<file path="config.mk">
export PLATFORM = sky130hd
export DESIGN_NAME = bit_clock_recovery
export DESIGN_NICKNAME = d
export VERILOG_FILES = /design/src/rtl/bcr_pkg.sv /design/src/rtl/bcr_phase_ctrl.sv /design/src/rtl/bcr_datapath.sv /design/src/rtl/bit_clock_recovery.sv
export SDC_FILE = /design/constraint.sdc
export NUM_CORES = 1
export LEC_CHECK = 0
export ABC_AREA = 0
export ABC_CLOCK_PERIOD_IN_PS = 5450
export BUFFER_PORTS_ARGS = -buffer_cell sky130_fd_sc_hd__buf_2
export CAP_MARGIN = 40
export CORE_UTILIZATION = 40
export CTS_CLUSTER_DIAMETER = 120
export CTS_CLUSTER_SIZE = 20
export DETAILED_ROUTE_END_ITERATION = 10
export SLEW_MARGIN = 15
export SYNTH_ARGS = -nofsm -noshare
export SYNTH_HDL_FRONTEND = slang
export SYNTH_SLANG_ARGS = --single-unit
export TNS_END_PERCENT = 30
</file>
<file path="constraint.sdc">
create_clock -name clk -period 5.45 [get_ports clk]
set_input_delay 1.09 -clock clk [delete_from_list [all_inputs] [get_ports clk]]
set_output_delay 1.09 -clock clk [all_outputs]
set_load 0.01 [all_outputs]
</file>
<file path="src/rtl/bcr_pkg.sv">
package bcr_pkg;
  // Strobes from the phase control to the datapath.
  typedef struct packed {
    logic sample;  // a sample is taken this cycle
    logic wrap;    // the phase counter crosses the window on this sample
  } bcrStrobes_t;
endpackage

</file>
<file path="src/rtl/bcr_phase_ctrl.sv">
module bcr_phase_ctrl
  import bcr_pkg::*;
#(
  parameter int SPB   = 8,
  parameter int STEP  = 8,
  parameter int NUDGE = 1,
  parameter int PW    = 16
) (
  input  logic                 clk,
  input  logic                 rstN,
  input  logic                 sampleStrobe,
  input  logic                 transition,
  output bcrStrobes_t          strobes,
  output logic signed [PW-1:0] phase
);
  localparam int WINDOW = SPB * STEP;
  localparam int HALF   = WINDOW / 2;
  localparam logic signed [PW-1:0] winS   = PW'(WINDOW);
  localparam logic signed [PW-1:0] halfS  = PW'(HALF);
  localparam logic signed [PW-1:0] stepS  = PW'(STEP);
  localparam logic signed [PW-1:0] nudgeS = PW'(NUDGE);

  logic signed [PW-1:0] nudged;
  logic signed [PW-1:0] advanced;
  logic signed [PW-1:0] phaseNext;
  logic                 early;
  logic                 crossed;

  always_comb begin
    early  = phase < halfS;
    nudged = phase;
    if (transition) begin
      nudged = early ? phase + nudgeS : phase - nudgeS;
    end
    advanced  = nudged + stepS;
    crossed   = advanced >= winS;
    phaseNext = crossed ? advanced - winS : advanced;
    strobes.sample = sampleStrobe;
    strobes.wrap   = sampleStrobe & crossed;
  end

  always_ff @(posedge clk or negedge rstN) begin
    if (!rstN) begin
      phase <= '0;
    end else if (sampleStrobe) begin
      phase <= phaseNext;
    end
  end
endmodule

</file>
<file path="src/rtl/bcr_datapath.sv">
module bcr_datapath
  import bcr_pkg::*;
#(
  parameter int ACT_W = 8
) (
  input  logic             clk,
  input  logic             rstN,
  input  logic             sampleBit,
  input  bcrStrobes_t      strobes,
  output logic             transition,
  output logic             bitValid,
  output logic             recBit,
  output logic             nrziBit,
  output logic [ACT_W-1:0] actualBits
);
  logic [2:0]       history;
  logic [3:0]       window;
  logic             vote;
  logic [ACT_W-1:0] actualNext;

  always_comb begin
    window     = {history, sampleBit};
    transition = ((window ^ (window >> 2)) & 4'b0011) == 4'b0011;
    vote       = (window[0] & window[1]) | (window[0] & window[2]) | (window[1] & window[2]);
    actualNext = {actualBits[ACT_W-2:0], vote};
  end

  always_ff @(posedge clk or negedge rstN) begin
    if (!rstN) begin
      history    <= '0;
      bitValid   <= 1'b0;
      recBit     <= 1'b0;
      nrziBit    <= 1'b0;
      actualBits <= '0;
    end else begin
      bitValid <= strobes.wrap;
      if (strobes.sample) begin
        history <= window[2:0];
      end
      if (strobes.wrap) begin
        recBit     <= vote;
        actualBits <= actualNext;
        nrziBit    <= actualNext[0] == actualNext[1];
      end
    end
  end
endmodule

</file>
<file path="src/rtl/bit_clock_recovery.sv">
module bit_clock_recovery
  import bcr_pkg::*;
#(
  parameter int SPB   = 8,
  parameter int STEP  = 8,
  parameter int NUDGE = 1,
  parameter int PW    = 16,
  parameter int ACT_W = 8
) (
  input  logic             clk,
  input  logic             rstN,
  input  logic             sampleStrobe,
  input  logic             sampleBit,
  output logic             bitValid,
  output logic             recBit,
  output logic             nrziBit,
  output logic [ACT_W-1:0] actualBits
);
  bcrStrobes_t          strobes;
  logic                 transition;
  logic signed [PW-1:0] phase;

  bcr_phase_ctrl #(.SPB(SPB), .STEP(STEP), .NUDGE(NUDGE), .PW(PW)) u_ctrl (
    .clk(clk), .rstN(rstN), .sampleStrobe(sampleStrobe), .transition(transition),
    .strobes(strobes), .phase(phase)
  );

  bcr_datapath #(.ACT_W(ACT_W)) u_dp (
    .clk(clk), .rstN(rstN), .sampleBit(sampleBit), .strobes(strobes),
    .transition(transition), .bitValid(bitValid), .recBit(recBit),
    .nrziBit(nrziBit), .actualBits(actualBits)
  );
endmodule

</file>
==> After elaboration in Yosys (flattened, before gate mapping) <==
Cells that the tools add are included.
{ "classes": {"n_mux": 3, "bitwise": 7, "order_cmp": 2, "add_sub_neg": 4, "eq_ne": 2} }
{ "op_table": {"columns": ["cell", "count"], "rows": [
  ["two-way mux 16 bit", 3],
  ["adder 16 x 2 -> 16 bit, second input constant", 1],
  ["adder 16 x 5 -> 16 bit, second input constant", 1],
  [">= comparator 16 x 8 -> 1 bit, second input constant", 1],
  ["less-than comparator 16 x 7 -> 1 bit, second input constant", 1],
  ["subtractor 16 x 2 -> 16 bit, second input constant", 1],
  ["subtractor 16 x 8 -> 16 bit, second input constant", 1],
  ["AND 1 bit", 4],
  ["equality test 2 bit, second input constant", 1],
  ["bitwise OR 1 bit", 2],
  ["bitwise XOR 2 bit", 1],
  ["equality test 1 bit", 1]
]} }
{ "totals": {"wordCells": 24, "out_inout_bits": 11, "ff_bits": 30} }

==> Depth between registers and ports, before layout <==
Gate-level depths: netlist of the first run.
{ "logic_depth": {"depth_word": 6, "mapped_depth": 23, "depth_no_buf": 19} }

==> Cells and area by module <==
Synthesis of the first run repeated with hierarchy kept, for this count alone.
{ "hier_totals": {"hier_cells": 353, "area_unflattened_um2": 2936.6} }
{ "by_module_without_submodules": {"columns": ["module", "instances", "area_each_um2", "cells_each"], "rows": [
  ["bcr_phase_ctrl", 1, 2417.3, 317],
  ["bcr_datapath", 1, 519.2, 36]
]} }

==> Worst setup path before layout of the first run <==
No wires, ideal clock.
{ "synth_timing": {"path_type": "register -> register", "from": "register u_ctrl.phase[10]", "to": "register u_ctrl.phase[10]", "required_ps": 5325, "setup_slack_ps": 327, "path_buffers": 4, "stages_incl_launch_ff": 24, "arrival_time_ps": 4998, "synth_period_minus_slack_ps": 5123, "setup_ps": 125, "path_cell_list": "dfrtp_1 buf_6 nor4_4 a31o_1 buf_4 buf_4 xnor2_1 ha_1 or2_2 nor3_1 mux2i_4 o21ai_0 o21ai_0 ha_1 o211a_1 buf_4 xnor2_1 ha_1 nand2b_1 nor4_1 a211oi_4 or3_1 xor2_1 mux2_2"} }
{ "synth_via": {"elab_chain_cells": 6} }
{ "synth_rtl": {"columns": ["item", "line_no", "source"], "rows": [
  ["start: declaration", "bcr_phase_ctrl.sv:14", "output logic signed [PW-1:0] phase"],
  ["start signal: assignment", "bcr_phase_ctrl.sv:46", "phase <= phaseNext;"],
  ["subtractor 16 x 2 -> 16 bit (tied with other cells)", "bcr_phase_ctrl.sv:33", "nudged = early ? phase + nudgeS : phase - nudgeS;"],
  ["two-way mux 16 bit", "bcr_phase_ctrl.sv:33", null],
  ["two-way mux 16 bit (*)", "bcr_phase_ctrl.sv:32", "if (transition) begin"],
  ["adder 16 x 5 -> 16 bit (*)", "bcr_phase_ctrl.sv:35", "advanced = nudged + stepS;"],
  ["subtractor 16 x 8 -> 16 bit / >= comparator 16 x 8 -> 1 bit (equally long branches)", "bcr_phase_ctrl.sv:37, bcr_phase_ctrl.sv:36", null],
  ["two-way mux 16 bit (*)", "bcr_phase_ctrl.sv:37", "phaseNext = crossed ? advanced - winS : advanced;"]
]} }
Mark *: on every way between the ends. The rest lies on a longest branch, timed or not.
A chain may end at the register's enable or synchronous reset.

==> Final worst setup path of the first run <==
{ "layout_timing": {"from": "register u_ctrl.phase[7]", "to": "register u_ctrl.phase[10]"} }
The elaborated chain is that of the path after synthesis.

==> impl_results.md, run 1 <==
* Largest net degree at the start of global routing at 30
* Pint at 0.913 mW
* R2R depth at 21
* Power share of the clock group at 13.3%
* PwrDens at 536 nW/um^2
* Commonest non-fill, non-tap cell in the layout: nor2_1
* Xor/xnor share of the synthesized area at 11.5%
* CTS HTree Levels at 2
* Placed cell areas at 3250 sq um
* EDFF count, synth at 0
* Most used flip-flop cell after synthesis: dfrtp_1
* Fin Setup TNS at 0 ps
* Num rows at 31
* Fraction of registers with async set or reset after synthesis at 100%
* Worst EP arrival at 5010 ps
* Worst hold path cell count at 1
* Setup bufs post-CTS at 0
* Crit-path max FO at 9
* YS warnings at 0
* Total GRT Usage at 23.0%
* Compound-Gate Fraction of Synth Area at 16.9%
* Flop pwr share at 22.4%
* Mux cell area share after synthesis at 10.4%
* Final GP Congestion at 0.956
* Synthesized area at 3040 sq um
* Clock slew at reported path FFs at 70 ps
* Switch Pwr at 0.894 mW
* Simple-Gate Fraction of Synth Area at 29.7%
* Post-DR wirelength/cell at 17.7 um
* Post-synth top area share at 23.9%
* Final Cell Area at 3370 sq um
* Tightest Hold Check Type: reg2reg
* Die X at 89.2 um
* Number of buffers added on ports at 14
* Global-route wire length before repair at 13900 um
* Hold Buf Count CTS at 0
* RSZ-0062 raised after global routing: no
* Antenna violations before repair at 0
* Tcrit/Tclk final at 89.0%
* TritonRoute pass-1 iters at 5
* Area grow syn2layout at 11.0%
* Slew @ Worst Pin at 645 ps
* Share of layout cells above drive strength 1 at 18.9%
* Slew Viols, Final at 0
* Final count of negative-setup-slack endpoints at 0
* Max-cap violations at 0
* Post-cts sizing count at 0
* Vias per cell at 6.06
* Most frequent cells in the layout: nor2_1, dfrtp_1, xnor2_1
* CTS Buf Count at 5
* TritonCTS clock tree: built
* Slew margin rel. at 57.0%
* Ant diodes at 0
* Worst-Skew Late Latency at 280 ps
* Worst slack at placement at 433 ps
* Static Leak at 1.30 nW
* Clk sinks at 29
* Sequential area share after synthesis at 23.9%
* CTS Buffer Depth at 2
* Synth Instances at 359
* Final Skew at 8.85 ps
* Fmax at 0.206 GHz
* Sw frac at 49.5%
* Worst setup SP type: register
* DR iter-0 viols at 327
* Root Buffer: clkbuf_8
* DP HPWL at 6290 um
* CP endpoint kind: register
* Number of global-route vias before repair at 2700
* Total Wirelength at 8400 um
* Top post-synthesis cells by area: dfrtp_1, xnor2_1, xor2_1, nor2_1, mux2_1
* Die Area at 7950 sq um
* Vias post-DR at 2878
* Drt drc at 0
* Post-DRT Antenna Nets at 0
* Placed cells at 467
* Die H at 89.2 um
* Pwr Total at 1.81 mW
* WP data required at 5610 ps
* Synthesized flop and latch total at 29
* I/O Pins at 15
* Placeable Area at 7290 sq um
* Fillers at 768
* Initial cell density of the core at 41.7%
* Period minus WS final at 4850 ps
* Combinational power share at 64.2%
* Final #Nets at 384
* Status: finished clean
* Main combinational cell family by area after synthesis: simple AND/OR/NAND/NOR gates
* Synth Area in Adders at 2.06%
* Max IR drop VDD at 0.243 mV
* Mean Syn Cell Area at 8.46 sq um
* Synth unique cells at 77
* Final Hold Viols at 0
* PnR worst setup slack at 600 ps
* Fin cells at 475
* Biggest area consumer among synthesized cells: dfrtp_1
* WS Path Type: reg2reg
* Grt total ovfl at 0
* Syn_nets at 368
[layout make-up]
cell class / count / area (sq um) / area share (%)
tap: 99 / 124 / 3.67
clock buffer: 6 / 82.6 / 2.45
sequential: 29 / 726 / 21.5
inverter: 8 / 30.0 / 0.891
clock inverter: 2 / 37.5 / 1.11
timing repair buffer: 35 / 228 / 6.75
multi-input combinational: 296 / 2140 / 63.6
[flip-flops by register name, indices dropped and copies added, names as in the netlist]
| register | flops |
|---|---|
| u_dp.history | 3 |
| u_dp.actualBits | 8 |
| u_dp.bitValid | 1 |
| u_dp.nrziBit | 1 |
| u_ctrl.phase | 16 |
[power groups by stage]
stage | Clock [mW] | Sequential, mW | Combinational (mW)
2_1_floorplan | 0 | 0.382 | 0.863
3_3_place_gp | 0 | 0.409 | 1.14
3_5_place_dp | 0 | 0.409 | 1.14
4_1_cts | 0.246 | 0.405 | 1.14
5_1_grt | 0.252 | 0.421 | 1.27
6_report | 0.241 | 0.405 | 1.16
[synth_stat cells (8+ instances only)]
master and count:
nor2_1 30, dfrtp_1 29, xnor2_1 24, nand2_1 18, nor3_1 16, xor2_1 14, clkbuf_1 13, nand3_1 13
nand4_1 13, o21ai_0 13, a21oi_1 11, mux2_1 9, inv_1 8, mux2_2 8, mux2i_1 8, nor4_1 8
[cells by family (layout without fill, tap and decap cells)]
group / after synthesis / after routing
XOR/XNOR: 39 / 39
AO/OA/AOI/OAI: 70 / 70
flip-flops: 29 / 29
adder cells (fa/ha/maj): 5 / 5
buffers and inverters: 34 / 51
AND/OR/NAND/NOR: 155 / 155
multiplexers: 27 / 27
[through the flow]
step / hold WS (ps) / util (%)
floorplan: 501 / -
global placement: 473 / 44.6
detailed placement: 489 / 44.6
CTS: 506 / 46.2
global route: 518 / 46.2
finish: 497 / 46.2
[path summary, 6_finish.rpt]
kind	start	to	slack (ps)
worst max-delay path	u_ctrl.phase[7]	u_ctrl.phase[10]	600
worst min-delay path	u_dp.actualBits[7]	u_dp.actualBits[7]	500
worst max register to register	u_ctrl.phase[7]	u_ctrl.phase[10]	600
worst min register to register	u_dp.actualBits[7]	u_dp.actualBits[7]	500
max in group asynchronous	rstN	u_ctrl.phase[11]	4200
min in group asynchronous	rstN	u_ctrl.phase[5]	830
[per-layer routing]
metal,wire length [um],global-route usage [%]
met1,3720,31.1
met2,3960,36.2
met3,533,3.88
met4,183,9.67
met5,0,0
[worst max-delay path, stage by stage, from the launching register on]
cell and delay (ps):
dfrtp_1 380, nor4_1 310, buf_4 190, a31o_1 180, xnor2_1 70, ha_1 230, or2_2 310, nor3_1 300
mux2i_4 140, o21ai_0 150, o21ai_0 130, ha_1 240, o211a_1 160, xnor2_1 260, ha_1 210, nand2b_1 60
nor4_1 310, buf_4 210, a211oi_4 70, or3_1 350, xor2_1 170, mux2_2 280
Power figures use the tool's default switching activity.
==> inputs of run 2 (changes only) <==
--- a/config.mk
+++ b/config.mk
@@ -16,5 +16,6 @@
 export SLEW_MARGIN = 15
 export SYNTH_ARGS = -nofsm -noshare
 export SYNTH_HDL_FRONTEND = slang
+export SYNTH_HIERARCHICAL = 1
 export SYNTH_SLANG_ARGS = --single-unit
 export TNS_END_PERCENT = 30
==> run 2 against run 1 <==
Against the previous run:
- cell area fell by 4.0%
- area after synthesis fell by 3.3%
- critical path type unchanged
- combinational power fell by 11%
- non-clock buffer count fell by 3
- sequential share of layout area rose by 0.90 points
- largest power group unchanged
- sequential power rose by 9.6%
- core utilization rose by 0.37 points
==> impl_results.md, run 2 <==
* Status: finished clean
* Vias post-DR at 2844 (-1.2%)
* Period minus WS final at 5000 ps (+145 ps)
* I/O Pins at 15 (unchanged)
* Reg2reg start: u_ctrl/phase[10]
* Final GP Congestion at 0.918 (-4.0%)
* Worst EP arrival at 5180 ps (+170 ps)
* Placed cell areas at 3120 sq um (-4.2%)
* Multi-input combinational cell area at 2030 sq um (-5.3%)
* Synth unique cells at 73 (-5.2%)
* Fin Setup TNS at 0 ps (unchanged)
* CTS HTree Levels at 2 (unchanged)
* Commonest non-fill, non-tap cell in the layout: nor2_1
* Total GRT Usage at 22.6% (-0.41 points)
* RSZ-0062 raised after global routing: no
* Final Cell Area at 3240 sq um (-4.0%)
* Metal-1 WL at 3680 um (-1.2%)
* Largest regs: u_ctrl/phase: 16 flops, u_dp/actualBits: 8 flops, u_dp/history: 3 flops
* Max IR drop VDD at 0.296 mV (+22%)
* Hold_ws at 508 ps (+10.8 ps)
* Most flops, register: u_ctrl/phase
* WP data required at 5630 ps (+20 ps)
* Post-DRT Antenna Nets at 0 (unchanged)
* Worst setup startpoint: u_ctrl/phase[10]
* Max-cap violations at 0 (unchanged)
* Root Buffer: clkbuf_8
* Post-DR wirelength/cell at 17.4 um (-1.5%)
* Vias per cell at 6.16 (+1.6%)
* Most used flip-flop cell after synthesis: dfrtp_1
* Pwr Total at 1.71 mW (-5.4%)
* Final count of negative-setup-slack endpoints at 0 (unchanged)
* Sequential area share after synthesis at 24.7% (+0.82 points)
* Grt total ovfl at 0 (unchanged)
* Max reg flops at 16 (unchanged)
* Commonest cells in the netlist: nor2_1, dfrtp_1, nand2_1
* Slew margin rel. at 55.4% (-1.7 points)
* Final core utilization at 46.6% (+0.37 points)
* Final #Nets at 374 (-2.6%)
* Synthesized flop and latch total at 29 (unchanged)
* Fraction of registers with async set or reset after synthesis at 100% (unchanged)
* Most frequent cells in the layout: nor2_1, dfrtp_1, nand2_1
* TritonCTS clock tree: built
* Worst setup SP type: register
* Drt drc at 0 (unchanged)
* Total Wirelength at 8050 um (-4.2%)
* Die H at 87.7 um (-1.6%)
* CP endpoint kind: register
* Final Hold Viols at 0 (unchanged)
* Slew Viols, Final at 0 (unchanged)
* Post-synth top area share at 24.7% (+0.82 points)
* Syn_nets at 362 (-1.6%)
* Seq. cell area at 726 sq um (unchanged)
* Static Leak at 1.19 nW (-8.6%)
* Top-count cell post-synth: nor2_1
* CTS Buf Count at 5 (unchanged)
* R2R depth at 18 (-14%)
* Fillers at 669 (-13%)
* Initial cell density of the core at 42.3% (+0.63 points)
* Ant diodes at 0 (unchanged)
* Die X at 87.7 um (-1.6%)
* Area grow syn2layout at 10.2%
* Slew @ Worst Pin at 669 ps (+24.9 ps)
* Crit path to: u_ctrl/phase[14]
* Placed cells at 454 (-2.8%)
* Tightest Hold Check Type: reg2reg
* Num rows at 30 (-3.2%)
* Top post-synthesis cells by area: dfrtp_1, xnor2_1, mux2_2, nor2_1, nand2_1
* Reg2reg setup slack at 450 ps (-150 ps)
* Tcrit/Tclk final at 91.7% (+2.7 points)
* Global-route wire length before repair at 13300 um (-4.1%)
* Top routing layer used: met4
* Biggest area consumer among synthesized cells: dfrtp_1
* Final Skew at 6.74 ps (-2.11 ps)
* Die Area at 7690 sq um (-3.3%)
* Fmax at 0.200 GHz (-2.9%)
* Share of layout cells above drive strength 1 at 21.0% (+2.2 points)
* EDFF count, synth at 0 (unchanged)
* DP HPWL at 5990 um (-4.7%)
* Clock slew at reported path FFs at 70 ps (about the same)
* Setup bufs post-CTS at 0 (unchanged)
* Clk sinks at 29 (unchanged)
* Number of buffers added on ports at 14 (unchanged)
* Fin cells at 462 (-2.7%)
* Number of global-route vias before repair at 2550 (-5.6%)
* DR WL met2 at 3560 um (-10%)
* Mean Syn Cell Area at 8.32 sq um (-1.7%)
* YS warnings at 6 (+6)
* PnR worst setup slack at 454 ps (-145 ps)
* DR iter-0 viols at 264 (-19%)
* Largest net degree at the start of global routing at 30 (unchanged)
* Worst-Skew Late Latency at 290 ps (about the same)
* DR WL met3 at 596 um (+12%)
* Placeable Area at 6940 sq um (-4.8%)
* WS Path Type: reg2reg
* TritonRoute pass-1 iters at 5 (unchanged)
* Antenna violations before repair at 0 (unchanged)
* Synthesized area at 2940 sq um (-3.3%)
* Reg2Reg Capture Point: u_ctrl/phase[14]
* PwrDens at 528 nW/um^2 (-1.4%)
* Worst slack at placement at 128 ps (-305 ps)
* Synth Instances at 353 (-1.7%)
* Crit-path max FO at 10 (+1)
* CTS Buffer Depth at 2 (unchanged)
-- run 2: report_power, final --
part           switching [mW]  total (mW)  internal (mW)  leakage, nW
clock                  0.0914       0.240          0.149       0.0574
sequential              0.142       0.444          0.302        0.338
combinational           0.610        1.03          0.416        0.790
total                   0.843        1.71          0.866         1.19
-- run 2: cells by family after synthesis --
logic type | Yosys count | share of synthesized area [%]
simple gates | 150 | 29.0
compound gates | 92 | 24.6
buf+inv | 36 | 6.14
flops | 29 | 24.7
xor+xnor | 25 | 7.46
mux | 16 | 5.97
fa+ha+maj | 5 | 2.13
-- run 2: worst min-delay path by stage --
stage	slack, ps	cells after the start	to	from
finish	510	1	u_dp/actualBits[7]	u_dp/actualBits[7]
global route	530	1	u_dp/actualBits[7]	u_dp/actualBits[7]
CTS	520	1	u_dp/actualBits[7]	u_dp/actualBits[7]
detailed placement	500	1	u_dp/actualBits[7]	u_dp/actualBits[7]
global placement	490	1	u_dp/actualBits[7]	u_dp/actualBits[7]
floorplan	500	1	u_dp/history[2]	u_dp/history[2]
-- run 2: routing by layer --
layer / vias to the layer above / GRT usage [%]
met5: - / 0
met4: 0 / 9.24
met3: 22 / 2.64
met2: 135 / 34.4
met1: 1337 / 32.3
li1: 1350 / -
-- run 2: cell type report --
cell class | count | share of cell area, %
clock buffer | 6 | 2.55
clock inverter | 2 | 1.16
inverter | 9 | 1.04
multi-input combinational | 288 | 62.8
sequential | 29 | 22.4
tap | 96 | 3.71
timing repair buffer | 32 | 6.34
-- run 2: timing repair --
action,CTS,global route
hold buffers,0,0
setup endpoints to repair,0,3
gates resized for setup,0,1
-- run 2: critical path, cell delays in order, from the launching register on --
cell      delay [ps]
dfrtp_1          510
nor4_4           380
a31o_2           240
xnor2_1           70
ha_1             260
nor3_1           430
nand2_1          120
mux2i_1          170
xor2_1           280
ha_1             240
inv_1             80
nor3_1           230
xnor2_1          250
ha_1             210
nor3b_1          210
nand4_1          240
a311oi_1         570
nand4_1          160
a31o_1           240
==> inputs of run 3 (changes only) <==
--- a/config.mk
+++ b/config.mk
@@ -5,7 +5,7 @@
 export SDC_FILE = /design/constraint.sdc
 export NUM_CORES = 1
 export LEC_CHECK = 0
-export ABC_AREA = 0
+export ABC_AREA = 1
 export ABC_CLOCK_PERIOD_IN_PS = 5450
 export BUFFER_PORTS_ARGS = -buffer_cell sky130_fd_sc_hd__buf_2
 export CAP_MARGIN = 40
==> run 3 against run 2 <==
Against the previous run:
- clock-buffer cell count up 1
- sequential share of layout area down 2.4 points
- register-to-register slack better by 220 ps
- routed wire length up 12%
- clock power down 5%
- critical path type unchanged
- highest routed layer unchanged
==> impl_results.md, run 3 <==
* Sequential area share after synthesis at 21.2% (-3.6 points)
* Slowest CP cell: dfrtp_1
* CP endpoint kind: register
* EDFF count, synth at 0 (unchanged)
* Root Buffer: clkbuf_8
* Worst EP arrival at 4990 ps (-190 ps)
* Tightest Hold Check Type: reg2reg
* Slew Viols, Final at 0 (unchanged)
* Global-route wire length before repair at 15300 um (+15%)
* Synthesized flop and latch total at 29 (unchanged)
* Most used flip-flop cell after synthesis: dfrtp_1
* PwrDens at 713 nW/um^2 (+35%)
* Reg2reg start: u_ctrl/phase[8]
* Static Leak at 1.94 nW (+64%)
* I/O Pins at 15 (unchanged)
* Number of global-route vias before repair at 3296 (+29%)
* Final Hold Viols at 0 (unchanged)
* Area grow syn2layout at 5.80%
* Crit path to: u_dp/nrziBit
* Max reg flops at 16 (unchanged)
* Placeable Area at 8260 sq um (+19%)
* Most flops, register: u_ctrl/phase
* Synth unique cells at 35 (-52%)
* Status: finished clean
* Tcrit/Tclk final at 87.6% (-4.1 points)
* Final GP Congestion at 0.924 (+0.62%)
* Placed cell areas at 3510 sq um (+13%)
* Worst setup startpoint: u_ctrl/phase[8]
* Top post-synthesis cells by area: nand2_1, dfrtp_1, nand3_1, nand2_2, inv_1
* Total GRT Usage at 21.7% (-0.84 points)
* Max IR drop VDD at 0.153 mV (-48%)
* Mean Syn Cell Area at 6.19 sq um (-26%)
* CP dominant cell by count: nand2_4
* Antenna violations before repair at 0 (unchanged)
* Worst-Skew Late Latency at 280 ps (about the same)
* Vias per cell at 5.18 (-16%)
* TritonRoute pass-1 iters at 6 (+1)
* Reg2reg setup slack at 680 ps (+220 ps)
* Total Wirelength at 8990 um (+12%)
* Commonest non-fill, non-tap cell in the layout: nand2_1
* Worst setup SP type: register
* Post-DR wirelength/cell at 13.5 um (-22%)
* Fin Setup TNS at 0 ps (unchanged)
* CTS HTree Levels at 2 (unchanged)
* Hold Buf Count CTS at 0 (unchanged)
* Post-DRT Antenna Nets at 0 (unchanged)
* Seq. cell area at 726 sq um (unchanged)
* Top-count cell post-synth: nand2_1
* Period minus WS final at 4770 ps (-223 ps)
* Final Skew at 8.72 ps (+1.98 ps)
* Synthesized area at 3430 sq um (+17%)
* Most frequent cells in the layout: nand2_1, nand3_1, inv_1
* Multi-input combinational cell area at 2320 sq um (+14%)
* YS warnings at 6 (unchanged)
* Fmax at 0.210 GHz (+4.7%)
* Vias post-DR at 3445 (+21%)
* Commonest cells in the netlist: nand2_1, nand3_1, inv_1
* CTS Buf Count at 5 (unchanged)
* Clock slew at reported path FFs at 60 ps (about the same)
* Number of buffers added on ports at 14 (unchanged)
* Die Area at 8950 sq um (+16%)
* Initial cell density of the core at 41.5% (-0.74 points)
* DR iter-0 viols at 186 (-30%)
* Synth Instances at 554 (+57%)
* Fillers at 909 (+36%)
* WS Path Type: reg2reg
* Ant diodes at 0 (unchanged)
* Largest net degree at the start of global routing at 30 (unchanged)
* CTS Buffer Depth at 2 (unchanged)
* WP data required at 5660 ps (+30 ps)
* RSZ-0062 raised after global routing: no
* Slew @ Worst Pin at 652 ps (-17.2 ps)
* Syn_nets at 563 (+56%)
* Slew margin rel. at 56.5% (+1.1 points)
* Crit-path max FO at 15 (+5)
* DP HPWL at 7120 um (+19%)
* Share of layout cells above drive strength 1 at 19.8% (-1.2 points)
* Grt total ovfl at 0 (unchanged)
* Clk sinks at 29 (unchanged)
* Reg2Reg Capture Point: u_dp/nrziBit
* Setup bufs post-CTS at 0 (unchanged)
* Final Cell Area at 3630 sq um (+12%)
* Final #Nets at 568 (+52%)
* Die X at 94.6 um (+7.9%)
* Num rows at 33 (+10%)
* R2R depth at 32 (+14)
* Drt drc at 0 (unchanged)
* Biggest area consumer among synthesized cells: nand2_1
* Max-cap violations at 0 (unchanged)
* Critical Path Max Stage Delay at 540 ps (-30 ps)
* Die H at 94.6 um (+7.9%)
* Largest regs: u_ctrl/phase: 16 flops, u_dp/actualBits: 8 flops, u_dp/history: 3 flops
* Fraction of registers with async set or reset after synthesis at 100% (unchanged)
* Post-cts sizing count at 0 (unchanged)
* TritonCTS clock tree: built
* Post-synth top area share at 23.4% (-1.3 points)
* Final count of negative-setup-slack endpoints at 0 (unchanged)
-- run 3: changes by cell type after synthesis, sizes merged, moves of 9 or more --
cell   change
a31oi      -9
inv       +55
mux2      -11
nand2    +232
nand3     +43
nor2      +21
nor3      -12
nor4      -12
o21ai     +11
xnor2     -16
-- run 3: how the worst min path moves through the flow --
stage / endpoint / depth (start not counted) / start
floorplan: u_ctrl/phase[13] / 2 / u_ctrl/phase[13]
global placement: u_dp/actualBits[7] / 2 / u_dp/actualBits[7]
detailed placement: u_dp/actualBits[7] / 2 / u_dp/actualBits[7]
CTS: u_dp/actualBits[7] / 2 / u_dp/actualBits[7]
global route: u_dp/actualBits[7] / 2 / u_dp/actualBits[7]
finish: u_dp/actualBits[7] / 2 / u_dp/actualBits[7]
-- run 3: layout make-up --
type / instances / area share [%]
sequential: 29 / 20.0
clock inverter: 1 / 0.827
multi-input combinational: 442 / 64.0
inverter: 65 / 6.86
clock buffer: 7 / 2.38
timing repair buffer: 16 / 2.34
tap: 105 / 3.62
-- run 3: logic make-up (layout without fill, tap and decap cells) --
group           Yosys count  in the layout  synth area share (%)
buf+inv                  83             89                  11.3
simple gates            391            391                  56.7
mux                       1              1                 0.328
fa+ha+maj                 5              5                  1.82
compound gates           37             37                  6.71
xor+xnor                  8              8                  2.04
flops                    29             29                  21.2
-- run 3: critical path, delay by kind of cell (launching register included) --
kind / cells / cell delay [ps]
flip-flops: 1 / 540
buffers and inverters: 3 / 200
adder cells (fa/ha/maj): 3 / 590
XOR/XNOR: 1 / 300
AND/OR/NAND/NOR: 25 / 3040
-- run 3: per-layer routing --
| metal | part of all wire (%) | wire length, um | GRT usage, % |
|---|---|---|---|
| met5 | 0 | 0 | 0 |
| met4 | 1.8 | 159 | 5.43 |
| met3 | 3.4 | 306 | 3.14 |
| met2 | 49 | 4430 | 39.7 |
| met1 | 46 | 4100 | 26.4 |
-- run 3: per-stage QoR --
| stage | total power, mW | instances | utilization [%] | hold WS, ps | worst slack, ps |
|---|---|---|---|---|---|
| finish | 2.59 | 665 | 44.0 | 485 | 678 |
| global route | 2.87 | 665 | 44.0 | 527 | 107 |
| CTS | 2.59 | 665 | 44.0 | 500 | 677 |
| detailed placement | 2.35 | 657 | 42.5 | 484 | 602 |
| global placement | 2.34 | 657 | 42.5 | 467 | 751 |
| floorplan | 1.99 | 554 | - | 493 | 1440 |
-- run 3: power by group --
part | internal [mW] | total [mW] | switching (mW)
Sequential | 0.303 | 0.476 | 0.173
Clock | 0.149 | 0.227 | 0.0784
Combinational | 0.608 | 1.88 | 1.28
